$ cat config.mk
export PLATFORM = sky130hd
export DESIGN_NAME = pin_glitch_filter
export DESIGN_NICKNAME = d
export VERILOG_FILES = /design/src/rtl/pgf_pkg.sv /design/src/rtl/pgf_sync.sv /design/src/rtl/pgf_tick.sv /design/src/rtl/pgf_core.sv /design/src/rtl/pgf_edge.sv /design/src/rtl/pin_glitch_filter.sv
export SDC_FILE = /design/constraint.sdc
export NUM_CORES = 1
export LEC_CHECK = 0
export ABC_CLOCK_PERIOD_IN_PS = 3400
export BUFFER_PORTS_ARGS = -buffer_cell sky130_fd_sc_hd__buf_2
export CAP_MARGIN = 15
export CORE_UTILIZATION = 25
export DETAILED_ROUTE_END_ITERATION = 8
export HOLD_SLACK_MARGIN = 0.02
export PLACE_DENSITY = 0.46
export SLEW_MARGIN = 20
export SYNTH_ARGS = -nofsm -noshare
export SYNTH_HDL_FRONTEND = slang
export SYNTH_HIERARCHICAL = 1
export SYNTH_SLANG_ARGS = --single-unit
$ cat constraint.sdc
create_clock -name clk -period 3.4 [get_ports clk]
set_input_delay 0.51 -clock clk [delete_from_list [all_inputs] [get_ports clk]]
set_output_delay 0.51 -clock clk [all_outputs]
set_load 0.01 [all_outputs]
$ cat src/rtl/pgf_pkg.sv
package pgf_pkg;
   localparam logic [1:0] RATE_OFF   = 2'b00;
   localparam logic [1:0] RATE_DIV_A = 2'b01;
   localparam logic [1:0] RATE_DIV_B = 2'b10;
   localparam logic [1:0] RATE_DIV_C = 2'b11;
endpackage

$ cat src/rtl/pgf_sync.sv
module pgf_sync #(
   parameter int STAGES = 2
) (
   input  logic clk,
   input  logic rst_n,
   input  logic d,
   output logic q,
   output logic vld
);
   generate
      if (STAGES < 2) begin : g_bad_stages
         $error("pgf_sync: STAGES must be at least 2");
      end
   endgenerate

   logic [STAGES-1:0] sr;
   logic [STAGES-1:0] vsr;

   always_ff @(posedge clk or negedge rst_n) begin
      if (!rst_n) begin
         sr  <= '0;
         vsr <= '0;
      end else begin
         sr  <= {sr[STAGES-2:0], d};
         vsr <= {vsr[STAGES-2:0], 1'b1};
      end
   end

   assign q   = sr[STAGES-1];
   assign vld = vsr[STAGES-1];
endmodule

$ cat src/rtl/pgf_tick.sv
module pgf_tick #(
   parameter int DIV_W = 5,
   parameter int SH_A  = 1,
   parameter int SH_B  = 3,
   parameter int SH_C  = 5
) (
   input  logic       clk,
   input  logic       rst_n,
   input  logic [1:0] sel,
   output logic       tick
);
   import pgf_pkg::*;

   localparam logic [DIV_W-1:0] MASK_A = DIV_W'((1 << SH_A) - 1);
   localparam logic [DIV_W-1:0] MASK_B = DIV_W'((1 << SH_B) - 1);
   localparam logic [DIV_W-1:0] MASK_C = DIV_W'((1 << SH_C) - 1);

   generate
      if (!(SH_A > 0 && SH_A < SH_B && SH_B < SH_C && SH_C <= DIV_W)) begin : g_bad_shift
         $error("pgf_tick: need 0 < SH_A < SH_B < SH_C <= DIV_W");
      end
   endgenerate

   logic [DIV_W-1:0] cnt;

   always_ff @(posedge clk or negedge rst_n) begin
      if (!rst_n) cnt <= '0;
      else        cnt <= cnt + 1'b1;
   end

   always_comb begin
      unique case (sel)
         RATE_DIV_A: tick = ((cnt & MASK_A) == MASK_A);
         RATE_DIV_B: tick = ((cnt & MASK_B) == MASK_B);
         RATE_DIV_C: tick = ((cnt & MASK_C) == MASK_C);
         default:    tick = 1'b1;
      endcase
   end
endmodule

$ cat src/rtl/pgf_core.sv
module pgf_core #(
   parameter int AGREE = 3
) (
   input  logic clk,
   input  logic rst_n,
   input  logic sync_d,
   input  logic sync_vld,
   input  logic bypass,
   input  logic tick,
   output logic level,
   output logic rise_p,
   output logic fall_p,
   output logic primed
);
   generate
      if (AGREE < 2) begin : g_bad_agree
         $error("pgf_core: AGREE must be at least 2");
      end
   endgenerate

   logic [AGREE-2:0] hist;
   logic [AGREE-1:0] window;
   logic             agree;
   logic             accept;

   assign window = {hist, sync_d};
   assign agree  = (&window) | (~|window);
   assign accept = bypass | (tick & agree);

   always_ff @(posedge clk or negedge rst_n) begin
      if (!rst_n) begin
         hist   <= '0;
         level  <= 1'b0;
         rise_p <= 1'b0;
         fall_p <= 1'b0;
         primed <= 1'b0;
      end else begin
         rise_p <= 1'b0;
         fall_p <= 1'b0;
         if (!primed) begin
            if (sync_vld) begin
               primed <= 1'b1;
               level  <= sync_d;
               hist   <= {(AGREE-1){sync_d}};
            end
         end else begin
            if (tick) hist <= window[AGREE-2:0];
            if (accept && (sync_d != level)) begin
               level  <= sync_d;
               rise_p <= sync_d;
               fall_p <= ~sync_d;
            end
         end
      end
   end
endmodule

$ cat src/rtl/pgf_edge.sv
module pgf_edge (
   input  logic rise_p,
   input  logic fall_p,
   input  logic rise_sel,
   input  logic both_edges,
   output logic evt
);
   always_comb begin
      if (both_edges)    evt = rise_p | fall_p;
      else if (rise_sel) evt = rise_p;
      else               evt = fall_p;
   end
endmodule

$ cat src/rtl/pin_glitch_filter.sv
module pin_glitch_filter #(
   parameter int SYNC_STAGES = 2,
   parameter int AGREE_COUNT = 3,
   parameter int DIV_W       = 5,
   parameter int SH_A        = 1,
   parameter int SH_B        = 3,
   parameter int SH_C        = 5
) (
   input  logic       clk,
   input  logic       rst_n,
   input  logic       pin_raw,
   input  logic [1:0] rate_sel,
   input  logic       rise_sel,
   input  logic       both_edges,
   output logic       level_out,
   output logic       edge_evt
);
   import pgf_pkg::*;

   logic sync_d;
   logic sync_vld;
   logic sample_tick;
   logic primed;
   logic rise_p;
   logic fall_p;
   logic bypass;

   assign bypass = (rate_sel == RATE_OFF);

   pgf_sync #(.STAGES(SYNC_STAGES)) u_sync (
      .clk(clk), .rst_n(rst_n), .d(pin_raw), .q(sync_d), .vld(sync_vld)
   );

   pgf_tick #(.DIV_W(DIV_W), .SH_A(SH_A), .SH_B(SH_B), .SH_C(SH_C)) u_tick (
      .clk(clk), .rst_n(rst_n), .sel(rate_sel), .tick(sample_tick)
   );

   pgf_core #(.AGREE(AGREE_COUNT)) u_core (
      .clk(clk), .rst_n(rst_n), .sync_d(sync_d), .sync_vld(sync_vld),
      .bypass(bypass), .tick(sample_tick), .level(level_out),
      .rise_p(rise_p), .fall_p(fall_p), .primed(primed)
   );

   pgf_edge u_edge (
      .rise_p(rise_p), .fall_p(fall_p), .rise_sel(rise_sel),
      .both_edges(both_edges), .evt(edge_evt)
   );
endmodule

After elaboration in Yosys (flattened, before gate mapping)
Index checks and enable logic that the tools add are counted.

Register bits after elaboration: 15. Memories: 0. Output and inout bits: 2. Bits in read-only memories: 0. Input bits: 7. Latch bits: 0. Word-level logic and storage cells: 45. RAM bits: 0.

$mul: 0. Order comparisons: 0. Bitwise logic cells: 5. Muxes and demuxes: 15. Reduce and logical (&&, ||, !) cells: 8. Equality and inequality tests: 8. Add/sub/neg operators: 1. Divide/modulo/power cells: 0. Shifts and indexed selects: 0.

Operators with widths (number): $mux W1 (11); $mux W2 (3); $add A5 B1 Y5 const B (1); $eq A5 B5 Y1 const B (1); $eq A2 B2 Y1 const B (2); $reduce_and A2 Y1 (2); $eq A3 B3 Y1 const B (1); $or A1 B1 Y1 (3); $pmux W1 S3 (1); $reduce_and A3 Y1 (1); $reduce_or A3 Y1 (1); $eq A2 B1 Y1 const B (1); $logic_not A2 Y1 (1); $ne A2 B1 Y1 const B (1); $ne A2 B2 Y1 const B (1); $reduce_bool A2 Y1 (1); $and A1 B1 Y1 (1); $logic_and A1 B1 Y1 (1); $logic_not A1 Y1 (1); $ne A1 B1 Y1 (1); $not A1 Y1 (1).

Depth between registers and ports, before layout
Depth in word-level cells: 8. Depth in mapped cells: 8. Mapped depth without buffers: 8.

Cells and area by module
The synthesis kept the hierarchy.

By module, submodules not included: pgf_core (sequential area each 150.1 um2, cells each 22, area each 292.8 um2, instances 1); pgf_tick (sequential area each 125.1 um2, cells each 15, area each 209.0 um2, instances 1); pgf_sync (sequential area each 100.1 um2, cells each 5, area each 103.8 um2, instances 1); pgf_edge (sequential area each 0.0 um2, cells each 4, area each 21.3 um2, instances 1); pin_glitch_filter (sequential area each 0.0 um2, cells each 1, area each 3.8 um2, instances 1).

Worst setup path after synthesis
No wires, ideal clock.

Path kind: reg-to-reg. Start: reg u_tick.cnt[0]. End: reg u_core.level. Library setup time: 0.128 ns. Clock period less this slack: 2.058 ns. Path slack: 1.342 ns. Arrival: 1.930 ns. Cell stages (with the launch flop): 9. Required time: 3.272 ns. Path buffers: 0. Path through: dfrtp_1 > ha_1 > and3_1 > ha_1 > mux2i_1 > a21oi_1 > and4_1 > o41ai_2 > mux2_1.

Cells in the longest elaborated chain, start to end: 7. Elaborated cells on any way between the ends: 8. Those cells by class: eq/ne: 3; mux: 1; bitwise: 2; reduce/logical: 2.

RTL lines: start, declared (RTL line pgf_tick.sv:24) `logic [DIV_W-1:0] cnt;`; start signal, assigned (RTL line pgf_tick.sv:28) `else cnt <= cnt + 1'b1;`; $eq A5 B5 Y1 / $eq A3 B3 Y1 (equally long branches) (RTL line pgf_tick.sv:35, pgf_tick.sv:34); $pmux W1 S3 * (RTL line pgf_tick.sv:32) `unique case (sel)`; net sample_tick (RTL line pin_glitch_filter.sv:22) `logic sample_tick;`; $and A1 B1 Y1 * (RTL line pgf_core.sv:28) `assign accept = bypass | (tick & agree);`; $or A1 B1 Y1 * (RTL line pgf_core.sv:28); $logic_and A1 B1 Y1 * (RTL line pgf_core.sv:48) `if (accept && (sync_d != level)) begin`; $ne A2 B2 Y1 (no line) *; $reduce_and A2 Y1 (no line) *; end signal, assigned (RTL line pgf_core.sv:43) `level <= sync_d;`; end signal, assigned (RTL line pgf_core.sv:49) `level <= sync_d;`; end, declared (RTL line pgf_core.sv:10) `output logic level,`.

Mark *: on every way through the listed nets, which the timed path passes. The rest lies on a longest branch. A chain may end at the register's enable or synchronous reset.

Final worst setup path
Ends and elaborated chain as after synthesis.

==> out/summary.md <==
For this run the aggregate overflow at the end of global routing stands at 0. After the first detailed-routing iteration, the DRC count stood at 6. The worst-skew pair later-pin latency was 290 ps.

The layout overhead on the synthesized area was 16.7%. The run gives 334 uW as the overall power of the completed layout. The die covers 0.00273 mm2. Along the worst path, the maximum fanout reaches 4. The endpoint of the most critical register-to-register path was u_core/level. The post-synthesis share of cell area spent on and, or, nand and nor gates was 15.5%. The run gives 2370 ps as the critical path data arrival time. The initial antenna violation count is 0. The floorplan die height came out at 52.2 um. The kind of critical path was reg2reg. Setup violations remaining at the end of the flow were counted as 0. Of the available clock period, the critical path in the final layout requires 64.8%.

The last weighted congestion value of the routability-driven placer was 0.712. For this run, the top clock speed supported by timing is 454 MHz. The run finished with clean final reports. The number of synthesized register bits is 15.

The combinational family with the most area after synthesis is simple AND/OR/NAND/NOR gates. Hold violation total from the final report: 0. The final setup TNS came out at 0 ps. The die is 52.2 um wide. The final-stage net count is 70. The clock arrives with 9.48 ps of skew.

The number of clock buffers added by TritonCTS is 3. After Yosys synthesis, full adders, half adders and majority gates account for 5.95% of the synthesized area. The worst register-to-register path has a depth of 8. The routed design has 914 um of wire. Counting flops with a built-in enable in the synthesized netlist gives 0. After synthesis, the share of flip-flops with an asynchronous set or reset is 100%.

Setup slack on the worst reg-to-reg path comes out at 1200 ps. Of the synthesized area, sequential elements account for 59.5%. The static power due to leakage is 0.000348 uW, and the largest net degree at the start of global routing is 16.

After clock tree synthesis, the clock-pin slew on the worst setup and hold paths is 100 ps. The number of port buffers works out to 8. In this run the mean area of a mapped cell was 13.4 um2. The worst path required time is 3570 ps, and the residual antenna-violating net count after detailed routing is 0. The tools report the number of standard cells after synthesis as 47. In the final layout, the share of cells above drive strength 1 is 28.8%.

The most used flip-flop cell after synthesis is dfrtp_1. After clock tree synthesis, the setup repair step added 0 buffers. For this run, the number of Yosys warnings is 6.

The core area came out at 0.00230 mm2. The clock period could shrink to 2200 ps. The number of hold buffers added after CTS was 0. The number of levels the H-tree was split into came out at 1. The repair_antennas step left the layout with diodes totalling 0. In this run the critical register-to-register path is launched from u_tick/cnt[0].

IR analysis of the VDD net gives a maximum drop of 0.000264 V. The total via count after detailed routing was 374. The vias per cell is 4.30.

In the synthesized netlist, mux cells make up 8.33% of the area. TritonCTS built the clock tree. The first global-routing pass estimated 1600 um of wire. After synthesis the cells add up to 631 um2. After detailed routing, the average wire length per cell comes to 10.5 um. For the total routing resource utilization after global routing, the log shows 8.85%.

Final routed DRC violation total: 0. The path class of the tightest hold or removal check is in2async. Across the run, the number of max-cap violations was 0. For this design the ratio of total power to cell area is 454 mW/mm2. The tools report the HPWL after detailed placement as 711 um. The worst-case clock buffer depth was 2; the starting density of the core was 27.5%. In this run the biggest area consumer among cell types represents 59.5% of the synthesized area.

For the number of max-slew violations in the final report, the log shows 0. The worst setup path is captured at a register. Largest area contributor in the netlist: dfrtp_1. Before antenna repair, the detailed router went through 3 iterations.

STA classifies the critical path startpoint as a register. The synthesized netlist devotes 6.94% of its cell area to compound gates. The via count of the first global-routing pass is 378, and the number of clock sinks is 15.

Setup repair after global routing left no endpoint under its margin. Sorting the synthesized cells by area gives the leading types as dfrtp_1, ha_1, mux2i_1. The distinct cell type count after synthesis came out at 24. Counting instances in the post-synthesis netlist gives the leading cell types as dfrtp_1, a21oi_1, ha_1, mux2i_1. The site row count came out at 17. Most frequent cell after synthesis: dfrtp_1. The post-cts resize count came out at 0. Synthesis produced a netlist with a net count of 57. The cell at the root of the clock tree is clkbuf_4.

The tools report the number of placed I/O pins as 9. The parity-gate share of the synthesized area counting xor and xnor cells was 1.39%.
-- through the flow --
stage	utilization (%)	hold WS [ps]	instance area [um2]	std cells	worst slack, ps
after floorplan	-	214	631	47	1340
after global placement	30.7	332	706	83	1240
after detailed placement	30.7	339	706	83	1210
after CTS	32.0	109	736	87	1170
after global routing	32.0	114	736	87	1030
final	32.0	104	736	87	1200
-- sequential cells by signal, summed over array words and instances (netlist names) --
register	count
u_tick/cnt	5
u_core/hist	2
u_sync/sr	2
u_sync/vsr	2
u_core/fall_p	1
u_core/level	1
u_core/primed	1
u_core/rise_p	1
-- cells by family (layout without fill, tap and decap cells) --
| logic type | Yosys count | after routing |
|---|---|---|
| xor gates and xnor gates | 1 | 1 |
| adders and majority gates | 3 | 3 |
| muxes | 5 | 5 |
| and+or+nand+nor | 13 | 13 |
| AOI/OAI and AO/OA | 6 | 6 |
| DFF | 15 | 15 |
| other | 1 | 1 |
| buffers and inverters | 3 | 15 |
-- routing by layer --
| metal | up-vias | wire length, um | track usage (%) |
|---|---|---|---|
| li1 | 191 | - | - |
| met1 | 171 | 431 | 8.81 |
| met2 | 10 | 402 | 14.1 |
| met3 | 2 | 70 | 6.09 |
| met4 | 0 | 10 | 3.95 |
| met5 | - | 0 | 0 |
-- area by class of cell --
class | instances | area (um2)
well taps | 28 | 35.0
inverters | 3 | 11.3
repair buffers | 8 | 40.0
multi-input cells | 29 | 244
clock inverters | 1 | 7.51
fillers | 247 | 1560
clock buffers | 3 | 22.5
flip-flops and latches | 15 | 375
-- power by group --
group,internal [uW],total (uW),switching [uW]
clock network,44.7,105,60.1
registers,188,197,9.17
logic,16.6,31.7,15.1
total,249,334,84.4
-- worst max path at each step --
stage	start	end	slack, ps
2_1_floorplan	u_tick/cnt[0]	u_core/level	1340
3_3_place_gp	u_tick/cnt[0]	u_core/level	1240
3_5_place_dp	u_tick/cnt[0]	u_core/level	1210
4_1_cts	u_tick/cnt[0]	u_core/level	1170
5_1_grt	u_tick/cnt[0]	u_core/level	1030
6_report	u_tick/cnt[0]	u_core/level	1200
-- worst max-delay path: stages, from the launching register on --
cell,delay [ps]
dfrtp_1,430
ha_1,220
and3_1,180
ha_1,170
mux2i_1,130
a21oi_1,140
and4_1,250
o41ai_2,220
mux2_1,350
-- placed cells by master (no fill, tap or decap), types with 2 or more instances in the layout --
master,instances
nor3b_1,2
a21oi_1,3
dfrtp_1,15
inv_1,2
ha_1,3
clkbuf_4,3
mux2i_1,3
nor3_1,2
buf_2,8
(Power assumes the default switching activity.)
